--- config.mk ---
export PLATFORM = sky130hd
export DESIGN_NAME = adc_alt_reader
export DESIGN_NICKNAME = d
export VERILOG_FILES = /design/src/rtl/adc_rd_pkg.sv /design/src/rtl/adc_rd_sclk_div.sv /design/src/rtl/adc_rd_shifter.sv /design/src/rtl/adc_rd_cycle_cnt.sv /design/src/rtl/adc_alt_reader.sv
export SDC_FILE = /design/constraint.sdc
export NUM_CORES = 1
export LEC_CHECK = 0
export BUFFER_PORTS_ARGS = -buffer_cell sky130_fd_sc_hd__buf_2
export CAP_MARGIN = 20
export CORE_UTILIZATION = 50
export CTS_CLUSTER_SIZE = 10
export DETAILED_ROUTE_END_ITERATION = 7
export PLACE_DENSITY = 0.76
export SYNTH_ARGS = -nofsm -noshare
export SYNTH_HDL_FRONTEND = slang
export SYNTH_SLANG_ARGS = --single-unit
--- constraint.sdc ---
create_clock -name clk -period 3 [get_ports clk]
set_input_delay 0.6 -clock clk [delete_from_list [all_inputs] [get_ports clk]]
set_output_delay 0.6 -clock clk [all_outputs]
set_load 0.01 [all_outputs]
--- src/rtl/adc_rd_pkg.sv ---
package adc_rd_pkg;

    typedef enum logic [2:0] {
        ST_IDLE,
        ST_HOLD,
        ST_DUMMY,
        ST_FRAME,
        ST_DONE
    } rd_state_e;

endpackage

--- src/rtl/adc_rd_sclk_div.sv ---
// Serial clock generator: idles low, each phase HALF_DIV system clocks.
module adc_rd_sclk_div #(
    parameter int HALF_DIV = 58
) (
    input  logic clk,
    input  logic rst_n,
    input  logic run,
    output logic sclk,
    output logic rise,
    output logic fall
);
    localparam int CW = (HALF_DIV > 2) ? $clog2(HALF_DIV) : 1;
    localparam logic [CW-1:0] PH_LAST = CW'(HALF_DIV - 1);

    logic [CW-1:0] ph_cnt;
    logic          ph_end;

    assign ph_end = run && (ph_cnt == PH_LAST);
    assign rise   = ph_end && !sclk;
    assign fall   = ph_end && sclk;

    always_ff @(posedge clk or negedge rst_n) begin
        if (!rst_n) begin
            ph_cnt <= '0;
            sclk   <= 1'b0;
        end else if (!run) begin
            ph_cnt <= '0;
            sclk   <= 1'b0;
        end else if (ph_end) begin
            ph_cnt <= '0;
            sclk   <= ~sclk;
        end else begin
            ph_cnt <= ph_cnt + 1'b1;
        end
    end
endmodule

--- src/rtl/adc_rd_shifter.sv ---
// Frame receiver: shifts one bit per rising serial edge and splits the frame.
module adc_rd_shifter #(
    parameter int FRAME_BITS = 16,
    parameter int CODE_W     = 10
) (
    input  logic              clk,
    input  logic              rst_n,
    input  logic              clear,
    input  logic              rise,
    input  logic              fall,
    input  logic              sdi,
    output logic              frame_done,
    output logic [CODE_W-1:0] rx_code,
    output logic              rx_chan
);
    localparam int BW = $clog2(FRAME_BITS + 1);
    localparam logic [BW-1:0] ALL_BITS = BW'(FRAME_BITS);
    // channel bit sits just ahead of the code, so after the last shift
    // it lands directly above the code field
    localparam int TAG_IDX = CODE_W;

    logic [FRAME_BITS-1:0] sr;
    logic [BW-1:0]         n_bits;

    always_ff @(posedge clk or negedge rst_n) begin
        if (!rst_n) begin
            sr     <= '0;
            n_bits <= '0;
        end else if (clear) begin
            n_bits <= '0;
        end else if (rise) begin
            sr     <= {sr[FRAME_BITS-2:0], sdi};
            n_bits <= n_bits + 1'b1;
        end
    end

    assign frame_done = fall && (n_bits == ALL_BITS);
    assign rx_code    = sr[CODE_W-1:0];
    assign rx_chan    = sr[TAG_IDX];
endmodule

--- src/rtl/adc_rd_cycle_cnt.sv ---
// Saturating dwell counter: reached is high in the LIMIT-th cycle after clear drops.
module adc_rd_cycle_cnt #(
    parameter int LIMIT = 16
) (
    input  logic clk,
    input  logic rst_n,
    input  logic clear,
    output logic reached
);
    localparam int W = $clog2(LIMIT + 1);
    localparam logic [W-1:0] TOP = W'(LIMIT - 1);

    logic [W-1:0] cnt;

    always_ff @(posedge clk or negedge rst_n) begin
        if (!rst_n) begin
            cnt <= '0;
        end else if (clear) begin
            cnt <= '0;
        end else if (cnt != TOP) begin
            cnt <= cnt + 1'b1;
        end
    end

    assign reached = (cnt == TOP);
endmodule

--- src/rtl/adc_alt_reader.sv ---
module adc_alt_reader
    import adc_rd_pkg::*;
#(
    parameter int HALF_DIV   = 58,
    parameter int CS_GAP     = 16,
    parameter int DUMMY_LEN  = 8,
    parameter int FRAME_BITS = 16,
    parameter int CODE_W     = 10
) (
    input  logic              clk,
    input  logic              rst_n,
    input  logic              req_valid,
    input  logic              req_chan,
    output logic              busy,
    output logic              adc_cs_n,
    output logic              adc_sclk,
    input  logic              adc_sdo,
    output logic              res_valid,
    output logic [CODE_W-1:0] res_code,
    output logic              res_chan,
    output logic              res_err
);
    rd_state_e state_q, state_d;

    logic              cs_low;
    logic              sclk_run;
    logic              sclk_rise, sclk_fall;
    logic              gap_done, dwell_done;
    logic              frame_done;
    logic [CODE_W-1:0] rx_code;
    logic              rx_chan;
    logic              mirror_q;
    logic              conv_q;
    logic              skip_q;

    adc_rd_sclk_div #(.HALF_DIV(HALF_DIV)) u_div (
        .clk   (clk),
        .rst_n (rst_n),
        .run   (sclk_run),
        .sclk  (adc_sclk),
        .rise  (sclk_rise),
        .fall  (sclk_fall)
    );

    adc_rd_shifter #(.FRAME_BITS(FRAME_BITS), .CODE_W(CODE_W)) u_rx (
        .clk        (clk),
        .rst_n      (rst_n),
        .clear      (!sclk_run),
        .rise       (sclk_rise),
        .fall       (sclk_fall),
        .sdi        (adc_sdo),
        .frame_done (frame_done),
        .rx_code    (rx_code),
        .rx_chan    (rx_chan)
    );

    adc_rd_cycle_cnt #(.LIMIT(CS_GAP)) u_gap (
        .clk     (clk),
        .rst_n   (rst_n),
        .clear   (cs_low),
        .reached (gap_done)
    );

    adc_rd_cycle_cnt #(.LIMIT(DUMMY_LEN)) u_dwell (
        .clk     (clk),
        .rst_n   (rst_n),
        .clear   (state_q != ST_DUMMY),
        .reached (dwell_done)
    );

    // state register
    always_ff @(posedge clk or negedge rst_n) begin
        if (!rst_n) begin
            state_q <= ST_IDLE;
        end else begin
            state_q <= state_d;
        end
    end

    // transitions
    always_comb begin
        state_d = state_q;
        unique case (state_q)
            ST_IDLE:  if (req_valid)  state_d = ST_HOLD;
            ST_HOLD:  if (gap_done)   state_d = skip_q ? ST_DUMMY : ST_FRAME;
            ST_DUMMY: if (dwell_done) state_d = ST_HOLD;
            ST_FRAME: if (frame_done) state_d = ST_DONE;
            ST_DONE:                  state_d = ST_IDLE;
            default:                  state_d = ST_IDLE;
        endcase
    end

    // outputs
    always_comb begin
        cs_low    = (state_q == ST_DUMMY) || (state_q == ST_FRAME);
        adc_cs_n  = !cs_low;
        sclk_run  = (state_q == ST_FRAME);
        busy      = (state_q != ST_IDLE);
        res_valid = (state_q == ST_DONE);
    end

    // channel mirror and result registers
    always_ff @(posedge clk or negedge rst_n) begin
        if (!rst_n) begin
            mirror_q <= 1'b0;
            conv_q   <= 1'b0;
            skip_q   <= 1'b0;
            res_code <= '0;
            res_chan <= 1'b0;
            res_err  <= 1'b0;
        end else begin
            if (state_q == ST_IDLE && req_valid) begin
                skip_q <= (req_chan != mirror_q);
            end
            if (state_q == ST_HOLD && gap_done) begin
                // chip-select falls next cycle: converter advances
                mirror_q <= ~mirror_q;
                if (skip_q) begin
                    skip_q <= 1'b0;
                end else begin
                    conv_q <= mirror_q;
                end
            end
            if (state_q == ST_FRAME && frame_done) begin
                res_code <= rx_code;
                res_chan <= rx_chan;
                res_err  <= (rx_chan != conv_q);
                mirror_q <= ~rx_chan;
            end
        end
    end
endmodule

# Word-level counts from Yosys, hierarchy flattened
# Index checks and enable logic that the tools add are counted.
# Widths: inputs -> output; s select.
classes:
  add_sub_neg: 4
  eq_ne: 19
  muxes: 21
  bitwise_logic: 4
  reduce_logical: 18
op_table:
  columns: ["cell", "n"]
  rows:
  - ["$mux 5", 4]
  - ["$mux 3", 4]
  - ["$mux 6", 2]
  - ["$ne 2x2->1 const B", 6]
  - ["$pmux 3 s4", 1]
  - ["$add 5x1->5 const B", 2]
  - ["$mux 1", 8]
  - ["$mux 4", 2]
  - ["$logic_and 1x1->1", 7]
  - ["$add 6x1->6 const B", 1]
  - ["$eq 3x2->1 const B", 2]
  - ["$eq 6x6->1 const B", 1]
  - ["$reduce_bool 2->1", 3]
  - ["$eq 5x4->1 const B", 1]
  - ["$eq 5x5->1 const B", 1]
  - ["$ne 5x4->1 const B", 1]
  - ["$add 4x1->4 const B", 1]
  - ["$eq 4x3->1 const B", 1]
  - ["$ne 4x3->1 const B", 1]
  - ["$not 1->1", 4]
  - ["$reduce_and 2->1", 2]
  - ["$reduce_and 4->1", 1]
  - ["$eq 3x1->1 const B", 1]
  - ["$eq 3x3->1 const B", 1]
  - ["other kinds (6)", 8]
word_totals:
  register_bits: 50
  in_bits: 5
  out_inout_bits: 16
  elab_cells: 79

# Depth between registers and ports, before layout
depth:
  ltp_word: 6
  depth_mapped: 9
  ltp_nobuf: 7

# Hierarchy
# From an unflattened synthesis, not the netlist that was laid out.
unflattened:
  hier_cells: 192
  hier_area_um2: 2371.0
by_module_without_submodules:
  columns: ["module", "instances", "cells_each", "area_per_inst_um2", "seq_area_each_um2"]
  rows:
  - ["adc_alt_reader", 1, 69, 847.1, 450.4]
  - ["adc_rd_shifter", 1, 51, 749.5, 400.4]
  - ["adc_rd_sclk_div", 1, 32, 325.3, 175.2]
  - ["adc_rd_cycle_cnt at u_gap", 1, 22, 239.0, 125.1]
  - ["adc_rd_cycle_cnt at u_dwell", 1, 18, 210.2, 100.1]

# Least setup slack after synthesis
# Ideal clock, no wire load.
synth_timing:
  kind: "register -> register"
  from: "reg u_div.ph_cnt[1]"
  to: "reg res_code[2]"
  setup_time_ns: 0.125
  arrival_time_ns: 2.091
  required_ns: 2.875
  setup_slack_ns: 0.784
  path_stages_with_launch: 10
  n_path_buf: 2
  synth_period_minus_slack_ns: 2.216
  path_cell_list: "dfrtp_1 > inv_1 > ha_1 > nand4b_4 > or2_4 > or4_4 > buf_6 > inv_6 > buf_12 > mux2_4"
synth_between:
  elab_chain_cells: 5
synth_lines:
  columns: ["element", "line_no", "rtl"]
  rows:
  - ["from (decl)", "adc_rd_sclk_div.sv:15", "logic [CW-1:0] ph_cnt;"]
  - ["from (signal assigned)", "adc_rd_sclk_div.sv:33", "ph_cnt <= ph_cnt + 1'b1;"]
  - ["$eq 6x6->1", "adc_rd_sclk_div.sv:18", "assign ph_end = run && (ph_cnt == PH_LAST);"]
  - ["$logic_and 1x1->1", "adc_rd_sclk_div.sv:18", null]
  - ["$logic_and 1x1->1", "adc_rd_sclk_div.sv:20", "assign fall = ph_end && sclk;"]
  - ["$logic_and 1x1->1", "adc_rd_shifter.sv:37", "assign frame_done = fall && (n_bits == ALL_BITS);"]
  - ["$logic_and 1x1->1", "adc_alt_reader.sv:124", "if (state_q == ST_FRAME && frame_done) begin"]
  - ["to (signal assigned)", "adc_alt_reader.sv:125", "res_code <= rx_code;"]
  - ["to (decl)", "adc_alt_reader.sv:19", "output logic [CODE_W-1:0] res_code,"]
# No other way between the ends.
# A chain may end at the register's enable or synchronous reset.

# Worst setup path after layout
layout_timing:
  from: "reg u_div.ph_cnt[1]"
  to: "reg res_err"
layout_between:
  elab_chain_cells: 5
layout_lines:
  columns: ["element", "line_no", "rtl"]
  rows:
  - ["$eq 6x6->1", "adc_rd_sclk_div.sv:18", null]
  - ["$logic_and 1x1->1", "adc_rd_sclk_div.sv:18", null]
  - ["$logic_and 1x1->1", "adc_rd_sclk_div.sv:20", null]
  - ["$logic_and 1x1->1", "adc_rd_shifter.sv:37", null]
  - ["$logic_and 1x1->1", "adc_alt_reader.sv:124", null]
  - ["to (signal assigned)", "adc_alt_reader.sv:127", "res_err <= (rx_chan != conv_q);"]
  - ["to (decl)", "adc_alt_reader.sv:21", "output logic res_err"]
# No other way between the ends.

==> flow_results.org <==
** Run status
- The flow ran to the end, and the final reports show no timing, DRC or antenna violations.

** Clock network
- Buffers inserted during clock tree synthesis total 5.
- Clock tree synthesis found a total of 50 sinks.
- In this run the clock root is driven by a sky130_fd_sc_hd__clkbuf_8.
- CTS tree :: yes
- Number of setup buffers added after CTS :: 0
- After clock tree synthesis, the clock-pin slew on the worst setup and hold paths is 0.09 ns.
- Count of hold buffers inserted by post-cts repair :: 0
- Number of gates given a new drive strength after cts :: 0
- Clk_lat worst skew :: 0.30 ns
- The longest clock path from root to sink contains 2 buffers.
- Number of H-tree levels :: 2

** Power
- VDD IR-drop max :: 0.000271 V
- The share of total power dissipated in combinational logic is 0.050.
- Flop pwr share :: 0.616
- The analysis attributes to cell leakage a power of 1.27 nW.
- For this design the total switching power over the nets is 0.265 mW.
- Dividing total power by cell area gives a power density of 455 mW/mm2.
- Portion of total power attributed to the clock network :: 0.334
- Internal power :: 0.874 mW
- Of the total power, the share spent switching nets is 0.233.

** Final layout
- For this run, the share of the core covered by cells in the final layout is 0.571.
- Of the cells placed in the final design, the portion with a size suffix greater than 1 is 0.274.
- Compared with the post-synthesis result, the final layout area differs by 9.52%.
- 0 antenna diodes ended up in the layout.
- The net count of the finished layout is 223.

** Placed design
- The congestion estimate from routability-driven global placement came to 0.780.
- The HPWL after detailed placement is 2650 um.
- Number of input and output port buffers inserted :: 20
- Before CTS, the worst setup slack after placement is 0.746 ns.

** Route
- Number of detailed-route iterations in the first pass :: 4
- Number of nets with antenna violations after detailed routing :: 0
- After detailed routing, the number of remaining DRC violations is 0.
- After detailed routing, the number of vias per cell comes to 5.20.
- After detailed routing, the average wire length per cell comes to 14.0 um.
- Total via count in the routed design :: 1373
- Summed over all layers, the routed wires come to 3690 um.
- For this block, the initial DRC count from the detailed router was 40.

** Worst setup path
- For this design, the slowest cell found on the critical path is sky130_fd_sc_hd__or4_4.
- At the worst endpoint, the required time is 3.19 ns.
- Data on the critical path arrives at its endpoint at 2.46 ns.
- Critical path's top delay family :: simple AND/OR/NAND/NOR gates
- CP Capture Type :: flip-flop
- The critical path goes through inv_1 -> ha_1 -> nand4b_4 -> or2_4 -> or4_4 -> inv_6 -> mux2_2.
- Largest fanout on the critical path :: 11
- Delay of the slowest critical-path stage :: 0.59 ns
- Setup crit start kind :: flip-flop
- Buf+Inv Stages, Crit Path :: 2
- Setup CP Type :: reg2reg

** Timing
- Final number of setup-violating endpoints :: 0
- Actual transition at the worst max-transition pin :: 0.596 ns
- For the final database, setup skew stands at 0.00614 ns.
- After layout, the worst setup slack is 0.732 ns.
- Final-layout setup total negative slack :: 0 ns
- Final critical-path required period :: 2.27 ns
- Dividing the final minimum period by the clock period gives 0.756.
- Final hold vios :: 0
- The final-report max-slew violation count came to 0.
- In this run the tightest slew margin relative to its limit is 0.603.
- Setup repair after global routing missed its margin :: false
- Derived from the worst setup path, the maximum achievable clock frequency is 441 MHz.

** GRT
- Wire length of the first global-routing pass :: 6280 um
- Overflow left after global routing :: 0
- Entering global routing, the biggest net connects 28 pins.
- Vias in the first global route :: 1338
- The initial antenna violation count came to 0.
- Global routing usage summed across all routing layers :: 0.167

** Synth
- The synthesized netlist contains 35 unique library cells.
- The Yosys step of the flow raised 0 warnings.
- In this run, synthesis produced a sequential element count of 50.
- In the synthesized netlist the dominant register cell turns out to be sky130_fd_sc_hd__dfrtp_1.
- Syn Nets :: 200
- The synthesized design contains 0 enable-type register cells.
- Portion of the post-synthesis area used by sequential elements :: 0.547
- The cell count after synthesis came out at 188.
- The mapped netlist covers 0.00229 mm2.
- Synth Area per Inst :: 12.2 um2
- In the synthesized netlist the async set-or-reset flop fraction comes to 1.00.

** Die
- Die ar. :: 0.00485 mm2
- The total area inside the core boundary comes to 0.00438 mm2.
- X dimension of the die :: 69.6 um
- I/O pin count :: 21
- The initial utilization of the core area, before any placement, comes to 0.521.
- The floorplan has 24 rows.
- In this run the vertical extent of the chip is 69.6 um.

** Worst hold path
- In this run the worst hold path is classified as in2async.

** Job
- Reported max-cap violation count :: 0
[worst paths after layout]
| kind | endpoint | cells after the start | slack (ns) | from |
|---|---|---|---|---|
| setup / recovery | res_err | 7 | 0.73 | u_div.ph_cnt[1] |
| hold / removal | res_code[6] | 1 | 0.29 | rst_n |
| setup reg to reg | res_err | 7 | 0.73 | u_div.ph_cnt[1] |
| hold reg to reg | u_div.ph_cnt[0] | 1 | 0.51 | u_div.ph_cnt[0] |
| max in group asynchronous | state_q[1] | 2 | 1.97 | rst_n |
| min in group clk | u_div.ph_cnt[0] | 1 | 0.51 | u_div.ph_cnt[0] |
[layer usage]
metal / vias to the layer above / GRT usage / wire, um
li1: 674 / - / -
met1: 670 / 0.228 / 1800
met2: 22 / 0.256 / 1700
met3: 7 / 0.0262 / 85
met4: 0 / 0.0933 / 97
met5: - / 0 / 0
[flip-flops by register name, indices dropped and copies added, names as in the netlist, 3 cells and up]
signal and cells:
state_q 3, u_rx.sr 11, u_gap.cnt 5, res_code 10, u_div.ph_cnt 6, u_rx.n_bits 5, u_dwell.cnt 4
[through the flow]
step | hold WS (ns) | instances | area, um2 | power (mW)
CTS | 0.303 | 264 | 2500 | 1.15
floorplan | 0.304 | 188 | 2290 | 0.746
detailed placement | 0.490 | 256 | 2420 | 0.773
global route | 0.331 | 264 | 2500 | 1.19
finish | 0.294 | 264 | 2500 | 1.14
global placement | 0.476 | 256 | 2420 | 0.770
[layout by cell type, fill, tap and decap left out, types with 2 or more instances in the layout]
| cell | instances |
|---|---|
| sky130_fd_sc_hd__a21oi_1 | 3 |
| sky130_fd_sc_hd__buf_2 | 20 |
| sky130_fd_sc_hd__buf_4 | 2 |
| sky130_fd_sc_hd__clkbuf_8 | 5 |
| sky130_fd_sc_hd__dfrtp_1 | 50 |
| sky130_fd_sc_hd__ha_1 | 7 |
| sky130_fd_sc_hd__inv_1 | 8 |
| sky130_fd_sc_hd__mux2_2 | 17 |
| sky130_fd_sc_hd__mux2_4 | 7 |
| sky130_fd_sc_hd__mux2i_1 | 3 |
| sky130_fd_sc_hd__nand2_1 | 6 |
| sky130_fd_sc_hd__nand2b_1 | 2 |
| sky130_fd_sc_hd__nand3_1 | 7 |
| sky130_fd_sc_hd__nand3b_1 | 3 |
| sky130_fd_sc_hd__nor2_1 | 26 |
| sky130_fd_sc_hd__nor2b_1 | 3 |
| sky130_fd_sc_hd__nor3_1 | 5 |
| sky130_fd_sc_hd__o21ai_0 | 5 |
| sky130_fd_sc_hd__xnor2_1 | 9 |
| sky130_fd_sc_hd__xor2_1 | 7 |
[synth_stat cells, types with 5 or more instances]
library cell / instances / area, um2
sky130_fd_sc_hd__inv_1: 8 / 30.0
sky130_fd_sc_hd__o21ai_0: 5 / 25.0
sky130_fd_sc_hd__xnor2_1: 9 / 78.8
sky130_fd_sc_hd__mux2_4: 7 / 105
sky130_fd_sc_hd__ha_1: 7 / 87.6
sky130_fd_sc_hd__nor3_1: 5 / 25.0
sky130_fd_sc_hd__dfrtp_1: 50 / 1250
sky130_fd_sc_hd__mux2_2: 17 / 191
sky130_fd_sc_hd__xor2_1: 7 / 61.3
sky130_fd_sc_hd__nand2_1: 6 / 22.5
sky130_fd_sc_hd__nor2_1: 26 / 97.6
sky130_fd_sc_hd__nand3_1: 7 / 35.0
[kinds of logic (layout without fill, tap and decap cells)]
family / count (synthesis) / after routing / share of synthesized area
mux: 27 / 27 / 0.143
compound gates: 12 / 12 / 0.0307
buf+inv: 15 / 39 / 0.0383
flops: 50 / 50 / 0.547
simple gates: 61 / 61 / 0.141
xor+xnor: 16 / 16 / 0.0613
fa+ha+maj: 7 / 7 / 0.0383
[worst reg2reg max path, delay by kind of cell (launching register included)]
kind,cells,cell delay (ns)
fa+ha+maj,1,0.18
buf+inv,2,0.22
flops,1,0.40
mux,1,0.34
simple gates,3,1.00
[layout make-up]
class | count | area [um2]
Sequential cell | 50 | 1250
Tap cell | 52 | 65.1
Clock buffer | 6 | 72.6
Inverter | 9 | 38.8
Multi-Input combinational cell | 123 | 947
Fill cell | 378 | 1880
Timing Repair Buffer | 22 | 115
Clock inverter | 2 | 13.8
[power by group through the flow]
stage / Clock [mW] / Sequential (mW) / Combinational (mW)
3_3_place_gp: 0 / 0.714 / 0.0564
5_1_grt: 0.416 / 0.703 / 0.0656
4_1_cts: 0.395 / 0.701 / 0.0588
2_1_floorplan: 0 / 0.712 / 0.0343
3_5_place_dp: 0 / 0.714 / 0.0585
6_report: 0.381 / 0.701 / 0.0568
(Power assumes the default switching activity.)
